**config.mk**
```make
export PLATFORM = sky130hd
export DESIGN_NAME = lcd_line_fetch
export DESIGN_NICKNAME = d
export VERILOG_FILES = /design/src/rtl/lcdf_pkg.sv /design/src/rtl/lcdf_line_calc.sv /design/src/rtl/lcdf_pacer.sv /design/src/rtl/lcdf_beat_pack.sv /design/src/rtl/lcd_line_fetch.sv
export SDC_FILE = /design/constraint.sdc
export NUM_CORES = 1
export LEC_CHECK = 0
export CELL_PAD_IN_SITES_DETAIL_PLACEMENT = 0
export CELL_PAD_IN_SITES_GLOBAL_PLACEMENT = 1
export CORE_MARGIN = 2
export CORE_UTILIZATION = 45
export CTS_BUF_LIST = sky130_fd_sc_hd__clkbuf_8
export DETAILED_ROUTE_END_ITERATION = 10
export DONT_BUFFER_PORTS = 1
export PLACE_DENSITY_LB_ADDON = 0.1
export SETUP_SLACK_MARGIN = 0.1
export SLEW_MARGIN = 0
export SYNTH_ARGS = -nofsm -noshare
export SYNTH_HDL_FRONTEND = slang
export SYNTH_SLANG_ARGS = --single-unit
```
**constraint.sdc**
```tcl
create_clock -name clk -period 17.2 [get_ports clk]
set_input_delay 1.72 -clock clk [delete_from_list [all_inputs] [get_ports clk]]
set_output_delay 1.72 -clock clk [all_outputs]
set_load 0.1 [all_outputs]
```
**src/rtl/lcdf_pkg.sv**
```systemverilog
package lcdf_pkg;
  localparam int LANES  = 4;
  localparam int TAKE_W = 3;

  typedef enum logic [1:0] {ST_IDLE, ST_REQ, ST_DATA, ST_OVH} fetch_state_t;

  localparam logic [1:0] MEM_SRAM  = 2'd0;
  localparam logic [1:0] MEM_IRAM  = 2'd1;
  localparam logic [1:0] MEM_SDRAM = 2'd2;

  localparam logic [1:0] BUS_W16   = 2'd0;
  localparam logic [1:0] BUS_HALF  = 2'd1;
  localparam logic [1:0] BUS_QUART = 2'd2;

  localparam int SDRAM_OVH = 9;

  function automatic logic [4:0] pixel_bits(input logic [2:0] mode);
    case (mode)
      3'd0:    pixel_bits = 5'd1;
      3'd1:    pixel_bits = 5'd2;
      3'd2:    pixel_bits = 5'd4;
      3'd3:    pixel_bits = 5'd8;
      3'd4:    pixel_bits = 5'd12;
      3'd5:    pixel_bits = 5'd16;
      default: pixel_bits = 5'd24;
    endcase
  endfunction
endpackage

```
**src/rtl/lcdf_line_calc.sv**
```systemverilog
module lcdf_line_calc
  import lcdf_pkg::*;
#(
  parameter int SEG_W    = 10,
  parameter int WS_W     = 3,
  parameter int ADDR_W   = 16,
  parameter int BLK_LOG2 = 6,
  parameter int BYTES_W  = SEG_W + 2,
  parameter int COST_W   = WS_W + 3
) (
  input  logic [SEG_W-1:0]   seg_count,
  input  logic [2:0]         bpp_mode,
  input  logic [1:0]         width_mode,
  input  logic [WS_W-1:0]    wait_states,
  input  logic [1:0]         mem_kind,
  input  logic [ADDR_W-1:0]  line_base,
  output logic [BYTES_W-1:0] line_bytes,
  output logic [COST_W-1:0]  byte_cost,
  output logic [ADDR_W-1:0]  ovh_cycles
);
  localparam int PROD_W = SEG_W + 6;

  logic [PROD_W-1:0] bit_total;
  logic [COST_W-1:0] unit_cost;
  logic [ADDR_W-1:0] last_addr;
  logic [ADDR_W-1:0] crossings;

  // ceil(seg * K / 8)
  always_comb begin
    bit_total  = PROD_W'(seg_count) * PROD_W'(pixel_bits(bpp_mode)) + PROD_W'(7);
    line_bytes = BYTES_W'(bit_total >> 3);
  end

  // cost per byte in eighths of a system clock
  always_comb begin
    unit_cost = COST_W'(wait_states) + COST_W'(2);
    case (width_mode)
      BUS_HALF:  byte_cost = unit_cost << 1;
      BUS_QUART: byte_cost = unit_cost;
      default:   byte_cost = unit_cost << 2;
    endcase
  end

  // internal RAM block changes across the line's address span
  always_comb begin
    last_addr = line_base + ADDR_W'(line_bytes) - ADDR_W'(1);
    crossings = (last_addr >> BLK_LOG2) - (line_base >> BLK_LOG2);
    case (mem_kind)
      MEM_IRAM:  ovh_cycles = crossings + ADDR_W'(1);
      MEM_SDRAM: ovh_cycles = ADDR_W'(SDRAM_OVH);
      default:   ovh_cycles = '0;
    endcase
  end
endmodule

```
**src/rtl/lcdf_pacer.sv**
```systemverilog
module lcdf_pacer
  import lcdf_pkg::*;
#(
  parameter int COST_W  = 6,
  parameter int BYTES_W = 12
) (
  input  logic [COST_W:0]    credit,
  input  logic [COST_W-1:0]  cost,
  input  logic [BYTES_W-1:0] remaining,
  output logic [TAKE_W-1:0]  take,
  output logic [COST_W:0]    credit_next
);
  localparam int PW = COST_W + 4;

  logic [PW-1:0]    avail;
  logic [LANES-1:0] fits;

  assign avail = PW'(credit) + PW'(8);

  for (genvar g = 0; g < LANES; g++) begin : g_lane_fit
    assign fits[g] = (PW'(g + 1) * PW'(cost) <= avail) &&
                     (BYTES_W'(g + 1) <= remaining);
  end

  always_comb begin
    take = '0;
    for (int i = 0; i < LANES; i++) begin
      if (fits[i]) take = TAKE_W'(i + 1);
    end
  end

  assign credit_next = (COST_W + 1)'(avail - PW'(take) * PW'(cost));
endmodule

```
**src/rtl/lcdf_beat_pack.sv**
```systemverilog
module lcdf_beat_pack
  import lcdf_pkg::*;
(
  input  logic                 clk,
  input  logic                 rst,
  input  logic                 fire,
  input  logic [TAKE_W-1:0]    take,
  input  logic [LANES*8-1:0]   rdata,
  output logic                 ld_valid,
  output logic [LANES-1:0]     ld_keep,
  output logic [LANES*8-1:0]   ld_data
);
  always_ff @(posedge clk) begin
    if (rst) begin
      ld_valid <= 1'b0;
      ld_keep  <= '0;
      ld_data  <= '0;
    end else begin
      ld_valid <= fire && (take != '0);
      for (int i = 0; i < LANES; i++) begin
        if (fire && (TAKE_W'(i) < take)) begin
          ld_keep[i]       <= 1'b1;
          ld_data[i*8 +: 8] <= rdata[i*8 +: 8];
        end else begin
          ld_keep[i]       <= 1'b0;
          ld_data[i*8 +: 8] <= 8'h00;
        end
      end
    end
  end
endmodule

```
**src/rtl/lcd_line_fetch.sv**
```systemverilog
module lcd_line_fetch
  import lcdf_pkg::*;
#(
  parameter int SEG_W    = 10,
  parameter int WS_W     = 3,
  parameter int ADDR_W   = 16,
  parameter int BLK_LOG2 = 6,
  parameter int STALL_W  = SEG_W + WS_W + 4
) (
  input  logic                 clk,
  input  logic                 rst,
  input  logic                 line_start,
  input  logic [ADDR_W-1:0]    line_base,
  input  logic [SEG_W-1:0]     seg_count,
  input  logic [2:0]           bpp_mode,
  input  logic [1:0]           width_mode,
  input  logic [WS_W-1:0]      wait_states,
  input  logic [1:0]           mem_kind,
  output logic                 bus_req,
  input  logic                 bus_grant,
  output logic                 mem_rd,
  output logic [ADDR_W-1:0]    mem_addr,
  input  logic [LANES*8-1:0]   mem_rdata,
  output logic [LANES*8-1:0]   ld_data,
  output logic [LANES-1:0]     ld_keep,
  output logic                 ld_valid,
  output logic                 line_done,
  output logic [STALL_W-1:0]   stall_cycles,
  output logic                 overrun
);
  localparam int BYTES_W = SEG_W + 2;
  localparam int COST_W  = WS_W + 3;

  fetch_state_t       state;
  logic [BYTES_W-1:0] calc_bytes, bytes_left;
  logic [COST_W-1:0]  calc_cost, cost_q;
  logic [ADDR_W-1:0]  calc_ovh, ovh_left, cur_addr;
  logic [COST_W:0]    credit, credit_nx;
  logic [TAKE_W-1:0]  take;
  logic [STALL_W-1:0] stall_cnt;
  logic               last_beat;

  lcdf_line_calc #(
    .SEG_W(SEG_W), .WS_W(WS_W), .ADDR_W(ADDR_W), .BLK_LOG2(BLK_LOG2),
    .BYTES_W(BYTES_W), .COST_W(COST_W)
  ) u_calc (
    .seg_count  (seg_count),
    .bpp_mode   (bpp_mode),
    .width_mode (width_mode),
    .wait_states(wait_states),
    .mem_kind   (mem_kind),
    .line_base  (line_base),
    .line_bytes (calc_bytes),
    .byte_cost  (calc_cost),
    .ovh_cycles (calc_ovh)
  );

  lcdf_pacer #(.COST_W(COST_W), .BYTES_W(BYTES_W)) u_pacer (
    .credit     (credit),
    .cost       (cost_q),
    .remaining  (bytes_left),
    .take       (take),
    .credit_next(credit_nx)
  );

  assign mem_rd    = (state == ST_DATA);
  assign mem_addr  = cur_addr;
  assign last_beat = (BYTES_W'(take) == bytes_left);

  lcdf_beat_pack u_pack (
    .clk     (clk),
    .rst     (rst),
    .fire    (mem_rd),
    .take    (take),
    .rdata   (mem_rdata),
    .ld_valid(ld_valid),
    .ld_keep (ld_keep),
    .ld_data (ld_data)
  );

  always_ff @(posedge clk) begin
    if (rst) begin
      state        <= ST_IDLE;
      bus_req      <= 1'b0;
      line_done    <= 1'b0;
      overrun      <= 1'b0;
      stall_cycles <= '0;
      stall_cnt    <= '0;
      bytes_left   <= '0;
      cost_q       <= '0;
      ovh_left     <= '0;
      cur_addr     <= '0;
      credit       <= '0;
    end else begin
      line_done <= 1'b0;
      overrun   <= line_start && (state != ST_IDLE);
      case (state)
        ST_IDLE: begin
          if (line_start) begin
            bytes_left <= calc_bytes;
            cost_q     <= calc_cost;
            ovh_left   <= calc_ovh;
            cur_addr   <= line_base;
            state      <= ST_REQ;
            bus_req    <= 1'b1;
          end
        end
        ST_REQ: begin
          if (bus_grant) begin
            state     <= ST_DATA;
            stall_cnt <= '0;
            credit    <= '0;
          end
        end
        ST_DATA: begin
          stall_cnt  <= stall_cnt + STALL_W'(1);
          bytes_left <= bytes_left - BYTES_W'(take);
          cur_addr   <= cur_addr + ADDR_W'(take);
          credit     <= credit_nx;
          if (last_beat) begin
            if (ovh_left != '0) begin
              state <= ST_OVH;
            end else begin
              state        <= ST_IDLE;
              bus_req      <= 1'b0;
              line_done    <= 1'b1;
              stall_cycles <= stall_cnt + STALL_W'(1);
            end
          end
        end
        default: begin
          stall_cnt <= stall_cnt + STALL_W'(1);
          ovh_left  <= ovh_left - ADDR_W'(1);
          if (ovh_left == ADDR_W'(1)) begin
            state        <= ST_IDLE;
            bus_req      <= 1'b0;
            line_done    <= 1'b1;
            stall_cycles <= stall_cnt + STALL_W'(1);
          end
        end
      endcase
    end
  end
endmodule

```
After elaboration in Yosys (flattened, before gate mapping)
Cells that the tools add are included.

$add $sub $neg: 12. $mul: 3. Div/mod/pow operators: 0. Magnitude comparators: 12. Eq/ne operators: 17. Shifts and indexed selects: 0. Multiplexer cells: 40. Bitwise gates (word level): 8. Reduce and logical (&&, ||, !) cells: 34.

Operators with widths (number): $pmux 16 s2 (3); $mux 17 (4); $pmux 17 s2 (2); $mux 16 (2); $sub 16x1->16 const B (2); $pmux 5 s6 (1); $le 2x12->1 const A (2); $pmux 12 s2 (1); $add 17x1->17 const B (1); $add 16x1->16 const B (1); $add 16x12->16 (1); $add 16x3->16 (1); $eq 16x1->1 const B (1); $le 8x8->1 (2); $reduce_bool 16->1 (1); $add 15x3->15 const B (1); $mul 10x5->15 (1); $mux 2 (7); $pmux 7 s2 (1); $eq 3x12->1 (1); $le 1x12->1 const A (1); $le 3x12->1 const A (1); $mux 1 (12); $mux 12 (1); 34 further kinds (75).

Bits in registers: 133. Latch bits: 0. RAM bits: 0. Memory bits (read-only): 0. Output and inout port bits: 74. Word-level logic and storage cells: 143. Memories kept: 0.

Depth between registers and ports, before layout
Depth after elaboration: 11. Mapped depth: 37. Gate-level depth less buffers: 37.

Modules after synthesis
A second synthesis with hierarchy kept.

Cell total of the unflattened synthesis: 1442. Area total of the unflattened synthesis: 11564.8 µm².

By module, submodules not included: lcd_line_fetch (instances 1, cells an instance 696, area each 5437.7 µm², seq. area each 1921.8 µm²); lcdf_line_calc (instances 1, cells an instance 469, area each 3520.9 µm², seq. area each 0.0 µm²); lcdf_pacer (instances 1, cells an instance 192, area each 1559.0 µm², seq. area each 0.0 µm²); lcdf_beat_pack (instances 1, cells an instance 85, area each 1047.3 µm², seq. area each 740.7 µm²).

Worst setup path after synthesis
OpenSTA, ideal clock, no wires.

Kind: input to register. From: input bpp_mode[1]. To: register ovh_left[14]. Arrival time: 8.459 ns. Slack: 8.605 ns. Cell stages on the path: 32. Buffers on the path: 0. Path through: xnor2_1 > nor2_1 > nand2_1 > fa_1 > fa_1 > fa_1 > inv_1 > ha_1 > nor2b_1 > o21ai_0 > a21oi_1 > o21ai_0 > nand2b_1 > xnor2_1 > ha_1 > inv_1 > ha_1 > or3_1 > o221ai_1 > nand2b_1 > xor2_1 > inv_1 > fa_1 > nand2b_1 > a21oi_1 > xor2_1 > nand4b_1 > nor4b_1 > and3b_1 > nor2_1 > a311oi_1 > nor3_1.

Longest elaborated chain between the ends: 11. Elaborated cells on any way between the ends: 16. Those cells by class: add/sub: 5; mul: 1; eq/ne: 5; mux: 4; reduce/logical: 1.

RTL lines: from (decl) (RTL line lcd_line_fetch.sv:15) `input logic [2:0] bpp_mode,`; $eq 3x3->1, or another cell as far along (RTL line lcdf_pkg.sv:18) `case (mode)`; $pmux 5 s6 * (RTL line lcdf_pkg.sv:18); $mul 10x5->15 * (RTL line lcdf_line_calc.sv:30) `bit_total = PROD_W'(seg_count) * PROD_W'(pixel_bits(bpp_mode)) + PROD_W'(7);`; $add 15x3->15 * (RTL line lcdf_line_calc.sv:30); $add 16x12->16 * (RTL line lcdf_line_calc.sv:46) `last_addr = line_base + ADDR_W'(line_bytes) - ADDR_W'(1);`; $sub 16x1->16 * (RTL line lcdf_line_calc.sv:46); $sub 10x10->11 * (RTL line lcdf_line_calc.sv:47) `crossings = (last_addr >> BLK_LOG2) - (line_base >> BLK_LOG2);`; $add 16x1->16 * (RTL line lcdf_line_calc.sv:49) `MEM_IRAM: ovh_cycles = crossings + ADDR_W'(1);`; $pmux 16 s2 * (RTL line lcdf_line_calc.sv:48) `case (mem_kind)`; $mux 16 * (RTL line lcd_line_fetch.sv:99) `if (line_start) begin`; $pmux 16 s2 * (RTL line lcd_line_fetch.sv:97) `case (state)`; to (signal assigned) (RTL line lcd_line_fetch.sv:102) `ovh_left <= calc_ovh;`; to (signal assigned) (RTL line lcd_line_fetch.sv:133) `ovh_left <= ovh_left - ADDR_W'(1);`; to (decl) (RTL line lcd_line_fetch.sv:37) `logic [ADDR_W-1:0] calc_ovh, ovh_left, cur_addr;`.

Mark *: on every way between the ends. The rest lies on a longest branch, timed or not. The select of a mux whose other input is x is not followed. A chain may end at the register's enable or synchronous reset.

Final worst setup path
From: input bpp_mode[2]. To: register ovh_left[14].

Same word-level chain as after synthesis.

==> impl_metrics.toml <==
[sta]
period_minus_slack_ns = 9.04
rsz0062_at_grt = "no"
fin_ws_ns = 8.16
clock.fmax_mhz = 111
tns_ns = 0
period_share_pct = 52.6
report.final.setup_viol = 0
slew_violations = 0
slew_headroom_pct = 22.4
fin_skew_ns = 0.0181
timing_worst_slew_pin_value_ns = 1.16
finalHoldViolations = 0
holdWs_ns = 0.493

[synth]
async_flop_share_pct = 0
ys_seq_elements = 133
synth_fp_nets = 1577
syn_inst = 1347
ys_warn_count = 0
synth-edff-count = 0
synth_area_per_cell_um2 = 8.09
seq_area_frac_synth_pct = 24.4
yosys_most_used_dff = "dfxtp_1"
syn_area_um2 = 10900
synthDistinctLibCells = 75

[cells_and_area]
post-route-util_pct = 48.9
finalNetCount = 1553
diodes = 0
layout.area.seq_um2 = 2660
drive_above_1_share_pct = 6.07
final_area_um2 = 11500
multiInputGateArea_um2 = 7530
final_common_cell = "inv_1"
instances_no_fill = 1654
nFillCells = 2398
areaGrowthSynthToFinish_pct = 5.92
mostFrequentLayoutCells = "inv_1 (136), dfxtp_1 (133), nor2_1 (124)"

[setup_path]
arrival_ns = 9.39
setup.worst_path.start_class = "input pin"
rr_worst_depth = 29
crit_type = "in2reg"
crit_required_ns = 17.55
end_kind = "flop"
cpMaxStageDelayCell = "nor3_1"
slowest_delay_ns = 0.85
critPathMaxFanout = 11
reg2reg_slack_ns = 11.14

[flow_run]
max_cap_viol_count = 0

[routing]
met2WireLength_um = 12700
wl_per_cell_um = 15.9
drtAntennaViolNets = 0
vias = 8970
route.detailed.drc = 0
dr.pass1.iters = 5
top_layer_used = "met4"
route.met3.wl_um = 940
routed_wl_um = 26300
vias_per_cell = 5.42
drtIter0Drc = 455
wl_met1_um = 12300

[power]
power_mw = 2.16
vdd_drop_max_uv = 81.1
p_leak_nw = 4.93
p_per_area_nw_per_um2 = 187

[clock_network]
clock-root-buffer = "clkbuf_8"
clock_tree.buffer_depth = 2
worst_skew_pair.late_latency_ns = 0.46
hold_buffers = 0
htree_num_levels = 4
post-cts-setup-buffer-count = 0
cts_resized = 0
cts_buffers = 17
cts_tree = "built"
clk_pin_slew_ns = 0.09
clock-sinks = 133

[die]
core-area_um2 = 23600
die_h_um = 160
die_w_um = 160
initial_core_util_pct = 46.2
row_count = 56
die_area_um2 = 25500
ios = 146

[global_routing]
grt-ovfl-total = 0
grt_pass1_vias = 8570
track_usage_pct = 20.9
antenna_found_initial = 0
grt_max_degree = 101
grt_first_pass_wirelength_um = 43900

[placement]
detailedPlace.worstSlack_ns = 7.71
dpl-instance-area_um2 = 11100
portBuffers = 0
place_congestion = 0.799
hpwl_um = 19700
dp_cells = 1623

[run_status]
status = "finished clean"

[worst_hold_path]
min_path_cells = 2
worstHoldPathType = "reg2reg"
## critical path, delay by kind of cell
| family | cells | cell delay, ns |
|---|---|---|
| AO/OA/AOI/OAI | 6 | 1.23 |
| buffers and inverters | 4 | 0.24 |
| AND/OR/NAND/NOR | 12 | 3.08 |
| adder cells (fa/ha/maj) | 7 | 2.44 |
| XOR/XNOR | 3 | 0.66 |
## kinds of logic (layout without fill, tap and decap cells)
family	count (synthesis)	in the layout	share of synthesized area, %
AO/OA/AOI/OAI	299	299	18.3
buffers and inverters	182	170	6.65
flip-flops	133	133	24.4
AND/OR/NAND/NOR	499	499	23.5
XOR/XNOR	64	64	5.14
multiplexers	12	12	1.11
adder cells (fa/ha/maj)	158	158	20.8
## layout make-up
| type | instances | area share (%) |
|---|---|---|
| timing repair buffer | 4 | 0.260 |
| inverter | 135 | 4.39 |
| sequential | 133 | 23.1 |
| clock buffer | 17 | 2.03 |
| multi-input combinational | 1032 | 65.3 |
| clock inverter | 14 | 1.53 |
| tap | 319 | 3.46 |
## layer usage
metal | GRT usage [%] | vias up
li1 | - | 4593
met1 | 27.6 | 4216
met2 | 35.7 | 142
met3 | 3.40 | 19
met4 | 5.21 | 0
met5 | 0 | -
## power by group
group | internal, mW | total [mW] | switching, mW
Combinational | 0.506 | 1.27 | 0.760
Sequential | 0.363 | 0.601 | 0.238
Clock | 0.145 | 0.288 | 0.144
## state kept, by name (all words and copies together) (netlist names), 2 cells and up
register	flops
mem_addr	16
ovh_left	16
stall_cycles	17
credit	7
u_pack.ld_data	32
stall_cnt	17
u_pack.ld_keep	4
bytes_left	12
cost_q	6
state	2
## path summary, 6_finish.rpt
path / startpoint / to
hold reg to reg: bytes_left[0]$_SDFFE_PP0P_ / bytes_left[0]$_SDFFE_PP0P_
setup / recovery: bpp_mode[2] / ovh_left[14]$_SDFFE_PP0P_
setup reg to reg: cost_q[1]$_SDFFE_PP0P_ / credit[6]$_SDFFE_PP0P_
hold / removal: bytes_left[0]$_SDFFE_PP0P_ / bytes_left[0]$_SDFFE_PP0P_
## cells in the mapped netlist, types with 29 or more instances
| library cell | number | area share [%] |
|---|---|---|
| and2_1 | 76 | 4.4 |
| fa_1 | 39 | 7.2 |
| xnor2_1 | 40 | 3.2 |
| nand2_1 | 107 | 3.7 |
| clkbuf_1 | 38 | 1.3 |
| nor2_1 | 124 | 4.3 |
| nor3_1 | 29 | 1.3 |
| o21ai_0 | 64 | 2.9 |
| a22oi_1 | 31 | 2.1 |
| ha_1 | 119 | 14 |
| a21oi_1 | 83 | 3.8 |
| dfxtp_1 | 133 | 24 |
| inv_1 | 135 | 4.6 |
No activity file was read; power rests on OpenSTA's default activity.
